<file path="src/rtl/upk_pkg.sv">
package upk_pkg;

  // Key bytes C5 3A A3 5C twice; byte 0 in bits 7:0, streamed LSB first.
  localparam logic [63:0] UPK_KEY = 64'h5CA33AC5_5CA33AC5;

  typedef enum logic {PH_HUNT = 1'b0, PH_XFER = 1'b1} phase_e;

  // Group a transfer position falls in.
  function automatic int unsigned group_of(input int unsigned pos,
                                           input int unsigned width);
    return pos / width;
  endfunction

endpackage

</file>
<file path="src/rtl/key_matcher.sv">
module key_matcher #(
  parameter int          KEY_W = 64,
  parameter logic [KEY_W-1:0] KEY = upk_pkg::UPK_KEY
) (
  input  logic clk,
  input  logic rst_n,
  input  logic hunt_en,
  input  logic rd_q,
  input  logic wr_q,
  input  logic bit_in,
  output logic hit
);
  localparam int PTR_W = (KEY_W > 1) ? $clog2(KEY_W) : 1;
  localparam logic [PTR_W-1:0] LAST = PTR_W'(KEY_W - 1);

  logic [PTR_W-1:0] ptr;
  logic             stalled;
  logic             bit_ok;
  logic             wr_only;

  assign bit_ok  = (bit_in == KEY[ptr]);
  assign wr_only = wr_q && !rd_q;
  assign hit     = hunt_en && wr_only && !stalled && bit_ok && (ptr == LAST);

  always_ff @(posedge clk) begin
    if (!rst_n) begin
      ptr     <= '0;
      stalled <= 1'b0;
    end else if (hunt_en) begin
      if (rd_q) begin
        ptr     <= '0;
        stalled <= 1'b0;
      end else if (wr_q && !stalled) begin
        if (!bit_ok)          stalled <= 1'b1;
        else if (ptr == LAST) ptr     <= '0;
        else                  ptr     <= ptr + 1'b1;
      end
    end
  end

  AST_READ_REWINDS: assert property (@(posedge clk) disable iff (!rst_n)
    hunt_en && rd_q |=> (ptr == '0) && !stalled) else $error("read did not rewind");
  AST_STALL_HOLDS: assert property (@(posedge clk) disable iff (!rst_n)
    hunt_en && stalled && wr_only |=> stalled && $stable(ptr)) else $error("stall broken");

endmodule

</file>
<file path="src/rtl/xfer_engine.sv">
module xfer_engine #(
  parameter int XFER_W    = 64,
  parameter int GRP_W     = 8,
  parameter int ABORT_BIT = 36
) (
  input  logic                      clk,
  input  logic                      rst_n,
  input  logic                      start,
  input  logic [XFER_W-1:0]         image_in,
  input  logic                      rd_q,
  input  logic                      wr_q,
  input  logic                      bit_in,
  input  logic                      abort_req,
  output logic                      busy,
  output logic                      bit_out,
  output logic                      load_stb,
  output logic [XFER_W-1:0]         load_data,
  output logic [XFER_W/GRP_W-1:0]   load_mask
);
  localparam int NGRP   = XFER_W / GRP_W;
  localparam int CNT_W  = (XFER_W > 1) ? $clog2(XFER_W) : 1;
  localparam int GIDX_W = (NGRP > 1) ? $clog2(NGRP) : 1;
  localparam logic [CNT_W-1:0] LAST = CNT_W'(XFER_W - 1);

  upk_pkg::phase_e  phase;
  logic [CNT_W-1:0] cnt;
  logic [XFER_W-1:0] snap;
  logic [XFER_W-1:0] shadow;
  logic [NGRP-1:0]  grp_ok;
  logic [NGRP-1:0]  grp_next;
  logic             step;
  logic             is_wr;
  logic             abort_hit;
  logic             last_step;
  logic [GIDX_W-1:0] gidx;

  assign busy      = (phase == upk_pkg::PH_XFER);
  assign step      = busy && (rd_q || wr_q);
  assign is_wr     = wr_q && !rd_q;
  assign abort_hit = busy && abort_req && !snap[ABORT_BIT];
  assign last_step = step && !abort_hit && (cnt == LAST);
  assign gidx      = GIDX_W'(upk_pkg::group_of(32'(cnt), GRP_W));
  assign bit_out   = busy && snap[cnt];
  assign load_data = shadow;

  always_comb begin
    grp_next = grp_ok;
    if (!is_wr) grp_next[gidx] = 1'b0;
  end

  always_ff @(posedge clk) begin
    if (!rst_n) begin
      phase     <= upk_pkg::PH_HUNT;
      cnt       <= '0;
      snap      <= '0;
      shadow    <= '0;
      grp_ok    <= '1;
      load_stb  <= 1'b0;
      load_mask <= '0;
    end else begin
      load_stb <= 1'b0;
      if (start) begin
        phase  <= upk_pkg::PH_XFER;
        cnt    <= '0;
        snap   <= image_in;
        grp_ok <= '1;
      end else if (abort_hit) begin
        phase <= upk_pkg::PH_HUNT;
        cnt   <= '0;
      end else if (step) begin
        if (is_wr) shadow[cnt] <= bit_in;
        grp_ok <= grp_next;
        if (last_step) begin
          phase     <= upk_pkg::PH_HUNT;
          cnt       <= '0;
          load_stb  <= 1'b1;
          load_mask <= grp_next;
        end else begin
          cnt <= cnt + 1'b1;
        end
      end
    end
  end

  AST_ABORT_NO_LOAD: assert property (@(posedge clk) disable iff (!rst_n)
    abort_hit |=> !busy && !load_stb) else $error("abort ignored");
  AST_LOAD_ENDS_XFER: assert property (@(posedge clk) disable iff (!rst_n)
    load_stb |-> $past(busy) && !busy) else $error("stray load");
  AST_LOAD_ONE_CYCLE: assert property (@(posedge clk) disable iff (!rst_n)
    load_stb |=> !load_stb) else $error("load longer than one cycle");

endmodule

</file>
<file path="src/rtl/pattern_unlock_seq.sv">
module pattern_unlock_seq #(
  parameter int          KEY_W     = 64,
  parameter logic [KEY_W-1:0] KEY  = upk_pkg::UPK_KEY,
  parameter int          XFER_W    = 64,
  parameter int          GRP_W     = 8,
  parameter int          ABORT_BIT = 36
) (
  input  logic                    clk,
  input  logic                    rst_n,
  input  logic                    cyc_rd,
  input  logic                    cyc_wr,
  input  logic                    cyc_sel,
  input  logic                    dq0_in,
  input  logic                    abort_n,
  input  logic [XFER_W-1:0]       clk_image_in,
  output logic                    mem_inhibit,
  output logic                    dq0_out,
  output logic                    img_capture,
  output logic                    load_stb,
  output logic [XFER_W-1:0]       load_data,
  output logic [XFER_W/GRP_W-1:0] load_mask
);
  logic rd_q;
  logic wr_q;
  logic key_hit;
  logic busy;

  assign rd_q        = cyc_sel && cyc_rd;
  assign wr_q        = cyc_sel && cyc_wr && !cyc_rd;
  assign mem_inhibit = busy;
  assign img_capture = key_hit;

  key_matcher #(.KEY_W(KEY_W), .KEY(KEY)) u_match (
    .clk     (clk),
    .rst_n   (rst_n),
    .hunt_en (!busy),
    .rd_q    (rd_q),
    .wr_q    (wr_q),
    .bit_in  (dq0_in),
    .hit     (key_hit)
  );

  xfer_engine #(.XFER_W(XFER_W), .GRP_W(GRP_W), .ABORT_BIT(ABORT_BIT)) u_xfer (
    .clk       (clk),
    .rst_n     (rst_n),
    .start     (key_hit),
    .image_in  (clk_image_in),
    .rd_q      (rd_q),
    .wr_q      (wr_q),
    .bit_in    (dq0_in),
    .abort_req (!abort_n),
    .busy      (busy),
    .bit_out   (dq0_out),
    .load_stb  (load_stb),
    .load_data (load_data),
    .load_mask (load_mask)
  );

  AST_UNLOCK_INHIBITS: assert property (@(posedge clk) disable iff (!rst_n)
    key_hit |=> mem_inhibit) else $error("no inhibit after key");
  AST_INHIBIT_NEEDS_KEY: assert property (@(posedge clk) disable iff (!rst_n)
    $rose(mem_inhibit) |-> $past(key_hit)) else $error("inhibit without key");
  AST_UNSEL_NO_EFFECT: assert property (@(posedge clk) disable iff (!rst_n)
    mem_inhibit && !cyc_sel && abort_n |=> mem_inhibit && !load_stb) else $error("unselected cycle moved transfer");

endmodule

</file>
<file path="config.mk">
export PLATFORM = sky130hd
export DESIGN_NAME = pattern_unlock_seq
export DESIGN_NICKNAME = d
export VERILOG_FILES = /design/src/rtl/upk_pkg.sv /design/src/rtl/key_matcher.sv /design/src/rtl/xfer_engine.sv /design/src/rtl/pattern_unlock_seq.sv
export SDC_FILE = /design/constraint.sdc
export NUM_CORES = 1
export LEC_CHECK = 0
export CAP_MARGIN = 40
export CORE_MARGIN = 10
export CORE_UTILIZATION = 30
export DETAILED_ROUTE_END_ITERATION = 7
export PLACE_DENSITY_LB_ADDON = 0.3
export RECOVER_POWER = 25
export SLEW_MARGIN = 10
export SYNTH_ARGS = -nofsm -noshare
export SYNTH_HDL_FRONTEND = slang
export SYNTH_SLANG_ARGS = --single-unit
</file>
<file path="constraint.sdc">
create_clock -name clk -period 5.2 [get_ports clk]
set_input_delay 1.04 -clock clk [delete_from_list [all_inputs] [get_ports clk]]
set_output_delay 1.04 -clock clk [all_outputs]
set_load 0.01 [all_outputs]
</file>
-- Yosys cells after proc, flatten, opt, wreduce, memory -nomap -nowiden
Memory sizes are Yosys's and may differ from the RTL's. A register that Yosys moved wholly into a read port is not among the register bits.
Index checks and enable logic that the tools add are counted.
- flip-flop bits (word level): 159
- bits in latches: 0
- RAM bits: 0
- memory bits (read-only): 64
- input port bits: 71
- memories: 1
- $add $sub $neg: 2
- $mul: 0
- divide/modulo/power cells: 0
- magnitude comparators: 5
- eq/ne operators: 4
- shifts and indexed selects: 0
- muxes and demuxes: 24
- bitwise gates (word level): 7
- reduce and logical (&&, ||, !) cells: 38
- memories (name ; words ; width ; read ports ; clocked after Yosys merged registers in ; wr ports ; RTL line ; source):
    (name not given) ; 64 ; 1 ; 1 ; 1 ; 0 ; key_matcher.sv:21 ; assign bit_ok = (bit_in == KEY[ptr]);
- operators by type and width (cell ; number):
    $bwmux 64 ; 1
    $mux 6 ; 7
    $logic_and 1x1->1 ; 17
    $lt 6x7->1 const B ; 2
    $add 6x1->6 const B ; 2
    $eq 6x6->1 const B ; 2
    $mux 1 ; 12
    $and 8x8->8 ; 1
    $mux 8 ; 1
    $not 8->8 ; 1
    $reduce_and 4->1 ; 2
    $logic_not 1->1 ; 7
    $bmux 1 s6 ; 1
    $demux 1 s6 ; 1
    $ge 6x1->1 const B ; 1
    $reduce_and 3->1 ; 2
    $reduce_bool 3->1 ; 2
    $not 1->1 ; 5
    $lt 3x4->1 const B ; 1
    $reduce_and 2->1 ; 2
    $reduce_bool 2->1 ; 2
    $reduce_or 4->1 ; 1
    $demux 1 s3 ; 1
    $ge 3x1->1 const B ; 1
    other kinds (5) ; 5

-- Longest topological paths before layout
- word-level depth: 10
- depth in mapped cells: 8
- depth with buffers taken out: 7

-- By module
From an unflattened synthesis, not the netlist that was laid out.
- cell total of the unflattened synthesis: 799
- area total of the unflattened synthesis: 7536.0 µm²
- by module, submodules not included (module ; instances ; cells each ; area each (µm²)):
    xfer_engine ; 1 ; 729 ; 6974.2
    key_matcher ; 1 ; 66 ; 538.0
    pattern_unlock_seq ; 1 ; 4 ; 23.8

-- Worst setup path after synthesis
Ideal clock, no wire load.
- kind: in2out
- start: input port cyc_rd
- end: output port img_capture
- data arrival time: 2284 ps
- data required time: 4160 ps
- slack: 1876 ps
- cell stages on the path: 6
- path buffers: 2
- path through: nand3b_1 -> nor4_4 -> nand2_1 -> clkbuf_1 -> clkbuf_1 -> inv_1
- word-level cells in the longest chain between the ends: 7
- elaborated cells on any way between the ends: 9
- classes of those cells: reduce/logical (9)
- ends and longest elaborated chain (item ; RTL line ; source):
    start: declaration ; pattern_unlock_seq.sv:10 ; input logic cyc_rd,
    $logic_not 1->1 / $logic_and 1x1->1 (equally long branches) ; pattern_unlock_seq.sv:29, pattern_unlock_seq.sv:28 ;
    $logic_and 1x1->1 / $logic_not 1->1 (equally long branches) ; pattern_unlock_seq.sv:29, key_matcher.sv:22 ;
    $logic_and 1x1->1 * ; key_matcher.sv:22 ; assign wr_only = wr_q && !rd_q;
    $logic_and 1x1->1 * (4 in series) ; key_matcher.sv:23 ; assign hit = hunt_en && wr_only && !stalled && bit_ok && (ptr == LAST);
    end: declaration ; pattern_unlock_seq.sv:18 ; output logic img_capture,
Mark *: on every way between the ends. The rest lies on a longest branch, timed or not.

==> results.py <==
metrics = {
    "sta": {
        "hold_ws_ns": 0.4500,
        "finalHoldViolCount": 0,
        "slew_viol_final": 66,
        "fin_skew_ns": 0.007258,
        "fin_tns_setup_ns": 0,
        "setup_viol": 0,
        "rsz0062_at_grt": "false",
        "timing.fmax_mhz": 216.3,
        "relSlewSlack_pct": -100.6,
        "layout_min_cycle_time_ns": 4.624,
        "final.period_utilization_pct": 88.93,
        "tightest_slew_ns": 3.008,
    },
    "floorplanning": {
        "die_w_um": 172.1,
        "dieArea_sq_um": 29610,
        "core_area_sq_um": 22710,
        "num_rows": 55,
        "fp.dieH_um": 172.1,
        "num_io_pins": 147,
        "initial_core_util_pct": 30.56,
    },
    "yosys": {
        "synth_edf_count": 0,
        "synth_seq_cells": 160,
        "yosysTopAreaCellShare_pct": 46.16,
        "synth.cells.most_frequent": "nand2_1 (219), dfxtp_1 (160), a21oi_1 (145), nor2_1 (82), o21ai_0 (76)",
        "yosysMostFrequentCell": "nand2_1",
        "netlist.top_cell.by_area": "dfxtp_1",
        "ys_seq_area_share_pct": 46.16,
        "synth_area_leaders": "dfxtp_1 (46%), nand2_1 (12%), a21oi_1 (10%), o21ai_0 (5.5%), nor2_1 (4.4%)",
        "synth.avg_cell_area_sq_um": 7.702,
        "synth_area_sq_um": 6939,
        "synth_nets": 974,
        "synthFlopType": "dfxtp_1",
        "ys_warn_count": 0,
        "synthCells": 901,
        "synthArstFlopShare_pct": 0,
        "ys_types": 55,
    },
    "finish": {
        "layout.area.seq_sq_um": 3203,
        "num-fill-cells": 2330,
        "synthToLayoutAreaGrowth_pct": 31.43,
        "multiInputGateArea_sq_um": 3426,
        "drive_above_1_share_pct": 6.120,
        "final_nets": 1073,
        "num_antenna_cells": 0,
    },
    "clock_tree": {
        "cts_setup_buffers": 0,
        "htree_levels": 4,
        "cts_resized": 0,
        "cts_buffers": 17,
        "clk_pin_slew_worst_paths_ns": 0.06,
        "insertion_delay_ns": 0.43,
        "cts_buffer_depth": 2,
        "cts_tree": "done",
        "cts_root_buf": "clkbuf_16",
        "hold_buffers": 0,
        "clock_sinks": 160,
    },
    "detailed_routing": {
        "dr.pass1.iters": 5,
        "drc": 0,
        "wl_um": 21490,
        "vias": 6431,
        "final_antenna_net_count": 0,
        "vias_per_cell": 4.955,
        "drt_iter0_drc": 542,
        "wl_per_cell_um": 16.55,
    },
    "critical_path": {
        "r2r-start": "u_xfer.cnt[0]",
        "cp-end-kind": "register",
        "ff2ff_path_depth": 5,
        "r2r_slack_ns": 2.73,
        "crit_start": "dq0_in",
        "cp-start-kind": "input pin",
        "cp_cell_sequence": "buf_2, clkbuf_1, xnor2_2, a21boi_4, or4_4, and4_4, or4_1, nand4_1",
        "worstPathArrival_ns": 4.99,
        "r2r-end": "u_xfer.load_data[53]",
        "criticalPathCategory": "input pin to register",
        "required_ns": 5.57,
        "cp_slowest_cell": "clkbuf_1",
        "worst-path-max-fanout": 65,
        "cpPeakStageDelay_ns": 2.11,
    },
    "power_and_ir_drop": {
        "combPwrFrac_pct": 3.9,
        "power.density_nw_per_um2": 283.4,
        "power.share.switching_pct": 21.13,
        "p_leak_nw": 3.074,
        "ir_drop_mv": 0.1546,
        "power.share.clock_pct": 48.6,
        "internal_power_w": 0.002038,
        "seqPwrFrac_pct": 47.5,
        "p_sw_w": 0.0005461,
    },
    "run_status": {
        "violations": "max-capacitance violations, max-slew violations",
        "run_status": "finished with violations",
    },
    "placement": {
        "gp_congestion": 0.8463,
        "dp_hpwl_um": 15320,
        "io_buffers": 146,
    },
    "hold_path": {
        "worst_hold_startpoint": "u_xfer.load_mask[3]",
        "min_to": "u_xfer.load_mask[3]",
        "min_path_type": "register to register",
        "min_path_cells": 2,
    },
    "flow_run": {
        "maxCapViolations": 1,
    },
    "grt": {
        "grt_max_degree": 76,
        "grt_pass1_wl_um": 33000,
        "grt_usage_pct": 14.13,
        "first_global_vias": 5998,
        "overflow": 0,
        "antenna_found_initial": 0,
    },
}
-- routing by layer --
metal	track usage [%]	wire length, um	vias up	share of wire, %
met5	0	0	-	0
met4	3.373	242	0	1.1
met1	18.67	10130	2969	47
met2	21.92	9676	173	45
met3	4.446	1436	16	6.7
li1	-	-	3273	-
-- metrics by stage --
stage	util, %	setup WS [ns]	area, sq um	total power (W)	instances
after floorplan	-	1.876	6939	0.001290	901
after global placement	37.53	1.106	8523	0.001357	1265
after detailed placement	37.62	1.098	8543	0.001357	1266
after CTS	40.24	0.6244	9139	0.002609	1298
after global routing	40.16	0.2814	9120	0.002664	1298
final	40.16	0.5758	9120	0.002585	1298
-- cell families (layout without fill, tap and decap cells) --
kind of cell	Yosys count	in the layout	share of synthesized area, %
AOI/OAI and AO/OA	257	257	20.27
adders and majority gates	2	2	0.3606
xor gates and xnor gates	7	7	0.9919
and+or+nand+nor	375	375	23.58
DFF	160	160	46.16
muxes	22	22	4.327
buffers and inverters	78	190	4.309
-- registers in the layout, summed over array words and instances, names as in the netlist, named ones only --
signal / count
u_xfer.snap: 64
u_xfer.load_data: 64
u_xfer.grp_ok: 8
u_match.stalled: 1
u_match.ptr: 6
u_xfer.busy: 1
u_xfer.load_mask: 8
u_xfer.cnt: 6
u_xfer.load_stb: 1
-- cell usage in the layout, fill, tap and decap left out, types with 10 or more instances in the layout --
cell type          n
nand3_1           16
a21oi_1          145
dlygate4sd3_1     56
mux2i_1           12
nand2_1          218
dfxtp_1          160
nor2_1            82
o211ai_1          10
clkbuf_16         17
clkdlybuf4s50_1   89
o21ai_0           76
-- worst max-delay path: cells and delay by family --
kind	cells	cell delay, ns
AO/OA/AOI/OAI	1	0.13
buffers and inverters	2	2.22
AND/OR/NAND/NOR	4	1.32
XOR/XNOR	1	0.28
-- worst max path at each step --
stage / to / slack (ns) / depth (start not counted)
6_report: register / 0.58 / 8
5_1_grt: register / 0.28 / 8
4_1_cts: dq0_out / 0.62 / 7
3_5_place_dp: dq0_out / 1.10 / 7
3_3_place_gp: dq0_out / 1.11 / 6
2_1_floorplan: img_capture / 1.88 / 6
-- layout make-up --
cell class                      instances  area share (%)
Clock buffer                           24           5.392
Clock inverter                          8           1.139
Inverter                                5          0.2332
Multi-Input combinational cell        663           37.56
Sequential cell                       160           35.12
Tap cell                              285           3.910
Timing Repair Buffer                  153           16.64
-- power groups by stage --
stage | registers (W) | clock network [W] | logic (W)
2_1_floorplan | 0.00125 | 0 | 0.0000360
3_3_place_gp | 0.00125 | 0 | 0.000102
3_5_place_dp | 0.00125 | 0 | 0.000102
4_1_cts | 0.00123 | 0.00128 | 0.000103
5_1_grt | 0.00123 | 0.00133 | 0.000108
6_report | 0.00123 | 0.00126 | 0.000101
Note: power is estimated with default switching activity, not from simulation.
